==> config.mk <==
export PLATFORM = sky130hd
export DESIGN_NAME = tmac_top
export DESIGN_NICKNAME = d
export VERILOG_FILES = /design/src/rtl/tmac_pkg.sv /design/src/rtl/tmac_tile_store.sv /design/src/rtl/tmac_row_acc.sv /design/src/rtl/tmac_seq.sv /design/src/rtl/tmac_top.sv
export SDC_FILE = /design/constraint.sdc
export NUM_CORES = 2
export LEC_CHECK = 0
export BUFFER_PORTS_ARGS = -buffer_cell sky130_fd_sc_hd__buf_2
export CORE_MARGIN = 10
export CORE_UTILIZATION = 37
export CTS_BUF_LIST = sky130_fd_sc_hd__clkbuf_4
export CTS_CLUSTER_SIZE = 30
export DETAILED_ROUTE_END_ITERATION = 16
export GPL_ROUTABILITY_DRIVEN = 0
export SETUP_SLACK_MARGIN = 0.5
export SYNTH_ARGS = -nofsm -noshare
export SYNTH_HDL_FRONTEND = slang
export SYNTH_SLANG_ARGS = --single-unit
export TNS_END_PERCENT = 20
==> constraint.sdc <==
create_clock -name clk -period 11.4 [get_ports clk]
set_input_delay 2.85 -clock clk [delete_from_list [all_inputs] [get_ports clk]]
set_output_delay 2.85 -clock clk [all_outputs]
set_load 0.01 [all_outputs]
==> src/rtl/tmac_pkg.sv <==
package tmac_pkg;

    localparam int unsigned LANE_W     = 32;
    localparam int unsigned BYTE_W     = 8;
    localparam int unsigned LANE_BYTES = LANE_W / BYTE_W;

    typedef enum logic [2:0] {
        ST_IDLE,
        ST_LOAD,
        ST_STEP,
        ST_WRITE,
        ST_CLEAR,
        ST_FIN
    } tmac_state_e;

    typedef struct packed {
        logic a_signed;
        logic b_signed;
    } tmac_mode_t;

    typedef enum logic [1:0] {
        SEL_A = 2'd0,
        SEL_B = 2'd1,
        SEL_C = 2'd2
    } tmac_sel_e;

    // Four-byte dot product; each byte is widened to 9 bits, signed or zero extended.
    function automatic logic [LANE_W-1:0] dot4(
        input logic [LANE_W-1:0] a,
        input logic [LANE_W-1:0] b,
        input tmac_mode_t        md
    );
        logic signed [LANE_W-1:0] acc;
        logic signed [8:0]        ea;
        logic signed [8:0]        eb;
        acc = '0;
        for (int i = 0; i < int'(LANE_BYTES); i++) begin
            ea  = {md.a_signed & a[BYTE_W*i+7], a[BYTE_W*i +: BYTE_W]};
            eb  = {md.b_signed & b[BYTE_W*i+7], b[BYTE_W*i +: BYTE_W]};
            acc = acc + ea * eb;
        end
        return acc;
    endfunction

endpackage

==> src/rtl/tmac_tile_store.sv <==
module tmac_tile_store
    import tmac_pkg::*;
#(
    parameter int unsigned ROWS  = 4,
    parameter int unsigned LANES = 4,
    parameter int unsigned RW    = 2,
    parameter int unsigned LW    = 2,
    parameter int unsigned CW    = 3,
    parameter int unsigned HRW   = 2
) (
    input  logic                    clk,
    input  logic                    rst,
    input  logic                    host_we,
    input  logic [1:0]              host_sel,
    input  logic [HRW-1:0]          host_row,
    input  logic [LW-1:0]           host_lane,
    input  logic [LANE_W-1:0]       host_wdata,
    output logic [LANE_W-1:0]       host_rdata,
    input  logic [RW-1:0]           a_row,
    input  logic [LW-1:0]           a_lane,
    output logic [LANE_W-1:0]       a_data,
    input  logic [LW-1:0]           b_row,
    input  logic [LW-1:0]           b_lane,
    output logic [LANE_W-1:0]       b_data,
    input  logic [RW-1:0]           c_row,
    output logic [LANES*LANE_W-1:0] c_row_data,
    input  logic                    c_wr_en,
    input  logic [LANES*LANE_W-1:0] c_wr_data,
    input  logic                    c_clr_en,
    input  logic [CW-1:0]           c_clr_from
);

    logic [LANE_W-1:0] a_mem [ROWS][LANES];
    logic [LANE_W-1:0] b_mem [LANES][LANES];
    logic [LANE_W-1:0] c_mem [ROWS][LANES];

    logic a_row_ok;
    logic b_row_ok;
    assign a_row_ok = 32'(host_row) < ROWS;
    assign b_row_ok = 32'(host_row) < LANES;

    always_ff @(posedge clk) begin
        if (rst) begin
            for (int r = 0; r < int'(ROWS); r++) begin
                for (int l = 0; l < int'(LANES); l++) begin
                    a_mem[r][l] <= '0;
                    c_mem[r][l] <= '0;
                end
            end
            for (int r = 0; r < int'(LANES); r++) begin
                for (int l = 0; l < int'(LANES); l++) begin
                    b_mem[r][l] <= '0;
                end
            end
        end else begin
            if (host_we) begin
                unique case (host_sel)
                    SEL_A: if (a_row_ok) a_mem[host_row[RW-1:0]][host_lane] <= host_wdata;
                    SEL_B: if (b_row_ok) b_mem[host_row[LW-1:0]][host_lane] <= host_wdata;
                    SEL_C: if (a_row_ok) c_mem[host_row[RW-1:0]][host_lane] <= host_wdata;
                    default: ;
                endcase
            end
            if (c_wr_en) begin
                for (int l = 0; l < int'(LANES); l++) begin
                    c_mem[c_row][l] <= c_wr_data[l*LANE_W +: LANE_W];
                end
            end
            if (c_clr_en) begin
                for (int r = 0; r < int'(ROWS); r++) begin
                    if (CW'(r) >= c_clr_from) begin
                        for (int l = 0; l < int'(LANES); l++) begin
                            c_mem[r][l] <= '0;
                        end
                    end
                end
            end
        end
    end

    always_comb begin
        host_rdata = '0;
        unique case (host_sel)
            SEL_A: if (a_row_ok) host_rdata = a_mem[host_row[RW-1:0]][host_lane];
            SEL_B: if (b_row_ok) host_rdata = b_mem[host_row[LW-1:0]][host_lane];
            SEL_C: if (a_row_ok) host_rdata = c_mem[host_row[RW-1:0]][host_lane];
            default: host_rdata = '0;
        endcase
    end

    assign a_data = a_mem[a_row][a_lane];
    assign b_data = b_mem[b_row][b_lane];

    for (genvar g = 0; g < LANES; g++) begin : g_crow
        assign c_row_data[g*LANE_W +: LANE_W] = c_mem[c_row][g];
    end

    AST_HOST_WR_GATED: assert property (@(posedge clk) disable iff (rst)
        !(host_we && (c_wr_en || c_clr_en)));

endmodule

==> src/rtl/tmac_row_acc.sv <==
module tmac_row_acc
    import tmac_pkg::*;
#(
    parameter int unsigned LANES = 4,
    parameter int unsigned LW    = 2,
    parameter int unsigned LEW   = 3
) (
    input  logic                    clk,
    input  logic                    rst,
    input  logic                    load_en,
    input  logic [LANES*LANE_W-1:0] row_in,
    input  logic                    step_en,
    input  logic [LW-1:0]           n_idx,
    input  logic [LANE_W-1:0]       a_lane,
    input  logic [LANE_W-1:0]       b_lane,
    input  tmac_mode_t              mode,
    input  logic [LEW-1:0]          c_el,
    output logic [LANES*LANE_W-1:0] row_out
);

    logic [LANE_W-1:0] work [LANES];
    logic [LANE_W-1:0] prod;

    assign prod = dot4(a_lane, b_lane, mode);

    always_ff @(posedge clk) begin
        if (rst) begin
            for (int l = 0; l < int'(LANES); l++) work[l] <= '0;
        end else if (load_en) begin
            for (int l = 0; l < int'(LANES); l++) work[l] <= row_in[l*LANE_W +: LANE_W];
        end else if (step_en) begin
            work[n_idx] <= work[n_idx] + prod;
        end
    end

    for (genvar g = 0; g < LANES; g++) begin : g_mask
        assign row_out[g*LANE_W +: LANE_W] = (LEW'(g) < c_el) ? work[g] : '0;
    end

    AST_MODE_HELD: assert property (@(posedge clk) disable iff (rst)
        (step_en && $past(step_en)) |-> $stable(mode));

endmodule

==> src/rtl/tmac_seq.sv <==
module tmac_seq
    import tmac_pkg::*;
#(
    parameter int unsigned ROWS      = 4,
    parameter int unsigned ROW_BYTES = 16,
    parameter int unsigned CW        = 3,
    parameter int unsigned BW        = 5,
    parameter int unsigned LEW       = 3
) (
    input  logic           clk,
    input  logic           rst,
    input  logic           start,
    input  logic [1:0]     mode_in,
    input  logic [CW-1:0]  cfg_rows,
    input  logic [BW-1:0]  cfg_a_bytes,
    input  logic [BW-1:0]  cfg_c_bytes,
    output logic           busy,
    output logic           done,
    output logic           err,
    output logic           load_en,
    output logic           step_en,
    output logic           wr_en,
    output logic           clr_en,
    output logic [CW-1:0]  m_idx,
    output logic [LEW-1:0] k_idx,
    output logic [LEW-1:0] n_idx,
    output logic [CW-1:0]  rows_q,
    output logic [LEW-1:0] c_el_q,
    output tmac_mode_t     mode_q
);

    localparam logic [LEW-1:0] ONE_E = LEW'(1);
    localparam logic [CW-1:0]  ONE_R = CW'(1);

    tmac_state_e    state;
    logic [LEW-1:0] a_el_q;
    logic           err_q;
    logic           cfg_ok;

    assign cfg_ok = (cfg_rows <= CW'(ROWS))
                 && (cfg_a_bytes <= BW'(ROW_BYTES))
                 && (cfg_c_bytes <= BW'(ROW_BYTES))
                 && (cfg_a_bytes[1:0] == 2'b00)
                 && (cfg_c_bytes[1:0] == 2'b00);

    always_ff @(posedge clk) begin
        if (rst) begin
            state  <= ST_IDLE;
            m_idx  <= '0;
            k_idx  <= '0;
            n_idx  <= '0;
            rows_q <= '0;
            a_el_q <= '0;
            c_el_q <= '0;
            mode_q <= '0;
            err_q  <= 1'b0;
        end else begin
            unique case (state)
                ST_IDLE: begin
                    err_q <= 1'b0;
                    if (start) begin
                        if (cfg_ok) begin
                            rows_q <= cfg_rows;
                            a_el_q <= LEW'(cfg_a_bytes >> 2);
                            c_el_q <= LEW'(cfg_c_bytes >> 2);
                            mode_q <= tmac_mode_t'(mode_in);
                            m_idx  <= '0;
                            state  <= (cfg_rows == '0) ? ST_CLEAR : ST_LOAD;
                        end else begin
                            err_q <= 1'b1;
                            state <= ST_FIN;
                        end
                    end
                end
                ST_LOAD: begin
                    k_idx <= '0;
                    n_idx <= '0;
                    state <= (a_el_q == '0 || c_el_q == '0) ? ST_WRITE : ST_STEP;
                end
                ST_STEP: begin
                    if (n_idx == c_el_q - ONE_E) begin
                        n_idx <= '0;
                        if (k_idx == a_el_q - ONE_E) state <= ST_WRITE;
                        else                         k_idx <= k_idx + ONE_E;
                    end else begin
                        n_idx <= n_idx + ONE_E;
                    end
                end
                ST_WRITE: begin
                    m_idx <= m_idx + ONE_R;
                    state <= (m_idx + ONE_R == rows_q) ? ST_CLEAR : ST_LOAD;
                end
                ST_CLEAR: state <= ST_FIN;
                ST_FIN:   state <= ST_IDLE;
                default:  state <= ST_IDLE;
            endcase
        end
    end

    assign busy    = (state == ST_LOAD) || (state == ST_STEP) ||
                     (state == ST_WRITE) || (state == ST_CLEAR);
    assign done    = (state == ST_FIN);
    assign err     = done && err_q;
    assign load_en = (state == ST_LOAD);
    assign step_en = (state == ST_STEP);
    assign wr_en   = (state == ST_WRITE);
    assign clr_en  = (state == ST_CLEAR);

    AST_DONE_PULSE: assert property (@(posedge clk) disable iff (rst)
        done |=> !done);
    AST_BUSY_DONE_APART: assert property (@(posedge clk) disable iff (rst)
        !(busy && done));
    AST_ERR_WITH_DONE: assert property (@(posedge clk) disable iff (rst)
        err |-> done);
    AST_ACCEPT_BUSY: assert property (@(posedge clk) disable iff (rst)
        (start && !busy && !done && cfg_ok) |=> busy);
    AST_REJECT_FLAG: assert property (@(posedge clk) disable iff (rst)
        (start && !busy && !done && !cfg_ok) |=> (done && err && !busy));
    AST_STEP_BOUNDS: assert property (@(posedge clk) disable iff (rst)
        step_en |-> (k_idx < a_el_q && n_idx < c_el_q && m_idx < rows_q));

endmodule

==> src/rtl/tmac_top.sv <==
module tmac_top
    import tmac_pkg::*;
#(
    parameter int unsigned ROWS      = 4,
    parameter int unsigned ROW_BYTES = 16,
    localparam int unsigned LANES    = ROW_BYTES / LANE_BYTES,
    localparam int unsigned RW       = (ROWS > 1) ? $clog2(ROWS) : 1,
    localparam int unsigned LW       = (LANES > 1) ? $clog2(LANES) : 1,
    localparam int unsigned HRW      = (RW > LW) ? RW : LW,
    localparam int unsigned CW       = $clog2(ROWS + 1),
    localparam int unsigned BW       = $clog2(ROW_BYTES + 1),
    localparam int unsigned LEW      = $clog2(LANES + 1)
) (
    input  logic              clk,
    input  logic              rst,
    input  logic              start,
    input  logic [1:0]        mode,
    input  logic [CW-1:0]     cfg_rows,
    input  logic [BW-1:0]     cfg_a_bytes,
    input  logic [BW-1:0]     cfg_c_bytes,
    output logic              busy,
    output logic              done,
    output logic              err,
    input  logic              host_we,
    input  logic [1:0]        host_sel,
    input  logic [HRW-1:0]    host_row,
    input  logic [LW-1:0]     host_lane,
    input  logic [LANE_W-1:0] host_wdata,
    output logic [LANE_W-1:0] host_rdata
);

    logic                    load_en, step_en, wr_en, clr_en;
    logic [CW-1:0]           m_idx, rows_q;
    logic [LEW-1:0]          k_idx, n_idx, c_el_q;
    tmac_mode_t              mode_q;
    logic [LANE_W-1:0]       a_data, b_data;
    logic [LANES*LANE_W-1:0] c_row_data, c_wr_data;

    tmac_seq #(
        .ROWS(ROWS), .ROW_BYTES(ROW_BYTES), .CW(CW), .BW(BW), .LEW(LEW)
    ) u_seq (
        .clk(clk), .rst(rst), .start(start), .mode_in(mode),
        .cfg_rows(cfg_rows), .cfg_a_bytes(cfg_a_bytes), .cfg_c_bytes(cfg_c_bytes),
        .busy(busy), .done(done), .err(err),
        .load_en(load_en), .step_en(step_en), .wr_en(wr_en), .clr_en(clr_en),
        .m_idx(m_idx), .k_idx(k_idx), .n_idx(n_idx),
        .rows_q(rows_q), .c_el_q(c_el_q), .mode_q(mode_q)
    );

    tmac_tile_store #(
        .ROWS(ROWS), .LANES(LANES), .RW(RW), .LW(LW), .CW(CW), .HRW(HRW)
    ) u_store (
        .clk(clk), .rst(rst),
        .host_we(host_we && !busy), .host_sel(host_sel), .host_row(host_row),
        .host_lane(host_lane), .host_wdata(host_wdata), .host_rdata(host_rdata),
        .a_row(m_idx[RW-1:0]), .a_lane(k_idx[LW-1:0]), .a_data(a_data),
        .b_row(k_idx[LW-1:0]), .b_lane(n_idx[LW-1:0]), .b_data(b_data),
        .c_row(m_idx[RW-1:0]), .c_row_data(c_row_data),
        .c_wr_en(wr_en), .c_wr_data(c_wr_data),
        .c_clr_en(clr_en), .c_clr_from(rows_q)
    );

    tmac_row_acc #(
        .LANES(LANES), .LW(LW), .LEW(LEW)
    ) u_acc (
        .clk(clk), .rst(rst),
        .load_en(load_en), .row_in(c_row_data),
        .step_en(step_en), .n_idx(n_idx[LW-1:0]),
        .a_lane(a_data), .b_lane(b_data), .mode(mode_q),
        .c_el(c_el_q), .row_out(c_wr_data)
    );

endmodule

==> results.json <==
{
  "finalHoldViolCount": 0,
  "hp-class": "reg -> reg",
  "yosys.area_share.simple": 0.135,
  "synth_xor_area_frac": 0.0115,
  "yosysSeqAreaShare": 0.464,
  "fin_crit_sh": 0.934,
  "dpl_worst_slack_ps": 178,
  "ys_seq_elements": 1694,
  "status": "finished, final reports clean",
  "synth_top_family_by_area": "multiplexers",
  "synth_cells": 7896,
  "ys_warn_count": 0,
  "antenna_found_initial": 42,
  "leakage_uw": 0.0437,
  "synthAdderAreaFrac": 0.0941,
  "via_per_inst": 5.99,
  "clkTransAtPathRegs_ps": 70,
  "max_slew_margin": 0.0905,
  "worstPathRequired_ps": 12600,
  "finalClockSkew_ps": 242,
  "ir_drop_mv": 0.989,
  "globalRouteMet1Util": 0.304,
  "maxCapViolCount": 0,
  "cp_max_fo": 10,
  "drive_gt1_frac": 0.261,
  "fmax_ghz": 0.0939,
  "yosysUniqueCellTypes": 69,
  "synth-edff-count": 1440,
  "dp_hpwl_mm": 225,
  "mostFrequentLayoutCell": "edfxtp_1",
  "htree_levels": 5,
  "start_util": 0.372,
  "cts_hold_buf": 0,
  "layout_common_cells": "1440 x edfxtp_1, 1146 x and2_1, 960 x mux4_2, 718 x clkbuf_4, 625 x nor2_1",
  "final-setup-viol-count": 0,
  "core_area_sq_um": 280000,
  "hold_start": "u_seq.err_q$_SDFFE_PP0P_",
  "finalNetCount": 8668,
  "path_class": "reg -> reg",
  "grt_overflow": 0,
  "worstSkewPairLatency_ps": 1600,
  "p_total_uw": 24500,
  "layout_min_cycle_time_ps": 10640,
  "worst_slack_ps": 756,
  "cts_tree": "yes",
  "area_growth_pct": 11.0,
  "cts_made_buffers": 466,
  "die_area_sq_um": 303000,
  "drc": 0,
  "firstDrtPassIters": 6,
  "grt_use_met2": 0.388,
  "io_pins": 92,
  "drt-initial-drc-count": 10300,
  "worst_pin_slew_ps": 1350,
  "clock_sinks": 1694,
  "yosys.area.top_type": "edfxtp_1",
  "grt_pass1_vias": 74200,
  "synth_flop_cell": "edfxtp_1",
  "ant_nets": 0,
  "arrival_ps": 11850,
  "synth_top_area_frac": 0.415,
  "clockRootBuffer": "clkbuf_4",
  "finalSetupTns_ps": 0,
  "syn_nets": 8520,
  "grt_busiest_layer": "met2",
  "crit_slowest_cell": "mux4_2",
  "drt_wl_total_mm": 377,
  "max_stage_delay_ps": 600,
  "syn_avg_cell_area_sq_um": 13.2,
  "die_w_um": 551,
  "via_count": 72700,
  "async_flop_share": 0,
  "die_height_um": 551,
  "met3_usage": 0.0617,
  "avgRoutedWirePerCell_um": 31.1,
  "grt_max_degree": 168,
  "start_kind": "register",
  "p_per_area_nw_per_um2": 212,
  "cp-end-kind": "register",
  "port_buffers": 91,
  "slew_violations": 0,
  "num_rows": 194,
  "synth_compound_area_frac": 0.0432,
  "rsz0062_at_grt": "true",
  "grt_pass1_wl_mm": 532,
  "yosys-top-cells-area": "edfxtp_1 41%, mux4_2 21%, fa_1 7.0%",
  "cts_max_path_buffers": 4,
  "grt.total_usage": 0.241,
  "crit_top_cell": "fa_1",
  "muxShareOfSynthArea": 0.212,
  "syn_area_sq_um": 104000
}
==> critical path, delay by kind of cell, from the launching register on <==
family	cells	cell delay (ps)
flip-flops	1	420
multiplexers	2	1100
adder cells (fa/ha/maj)	10	4550
AND/OR/NAND/NOR	5	1090
AO/OA/AOI/OAI	12	2140
buffers and inverters	6	580
XOR/XNOR	2	430
==> report_power, final <==
group,switching (uW),internal [uW],total (uW)
clock,2690,2950,5640
sequential,300,7270,7570
combinational,7550,3720,11300
==> stage by stage <==
| stage | util | area [sq um] | std cells | hold WS (ps) |
|---|---|---|---|---|
| after global routing | 0.413 | 116000 | 12100 | 512 |
| after CTS | 0.411 | 115000 | 12100 | 469 |
| after floorplan | - | 104000 | 7896 | 428 |
| final | 0.414 | 116000 | 12100 | 473 |
| after detailed placement | 0.390 | 109000 | 11300 | 459 |
| after global placement | 0.390 | 109000 | 11300 | 444 |
==> synth_stat cells, types with 129 or more instances <==
library cell	number
fa_1	362
nor2_1	661
mux4_2	960
and2_1	1143
dfxtp_1	254
nand2_1	349
a21o_1	129
nor3b_1	224
edfxtp_1	1440
inv_1	449
ha_1	205
o21ai_0	134
clkbuf_1	506
a21oi_1	396
==> what timing repair did <==
item / CTS / global route
gates resized for setup: 4 / 40
buffers inserted: 5 / 35
cloned: 1 / 5
endpoints found under the setup margin: 36 / 44
pin swaps: 2 / 1
==> flip-flops by register name, summed over array words and instances, names as in the netlist, 128 cells and up, named ones only <==
register,flops
u_store.b_mem,512
u_acc.work,128
u_store.c_mem,512
u_store.a_mem,512
==> metal layers <==
metal,up-vias,wire length (um)
met5,-,13
met2,4962,175000
met1,37300,137000
li1,29300,-
met3,1067,43800
met4,2,21300
==> cells by family after synthesis <==
family	Yosys count
buf+inv	1103
fa+ha+maj	567
simple gates	2619
flops	1694
xor+xnor	131
mux	1004
compound gates	778
==> area by class of cell <==
type | instances | area [sq um]
Inverter | 450 | 1690
Clock buffer | 718 | 5390
Clock inverter | 100 | 527
Antenna cell | 21 | 52.6
Fill cell | 25700 | 164000
Multi-Input combinational cell | 5100 | 52300
Sequential cell | 1694 | 48400
Tap cell | 3724 | 4660
Timing Repair Buffer | 332 | 2780
==> path summary, 6_finish.rpt <==
| path | end | slack (ps) | cells past startpoint |
|---|---|---|---|
| worst max-delay path | u_acc.work[2][20]$_DFFE_PP_ | 760 | 37 |
| worst min-delay path | u_seq.err_q$_SDFFE_PP0P_ | 470 | 2 |
| worst max register to register | u_acc.work[2][20]$_DFFE_PP_ | 760 | 37 |
| worst min register to register | u_seq.err_q$_SDFFE_PP0P_ | 470 | 2 |
(Power assumes the default switching activity.)
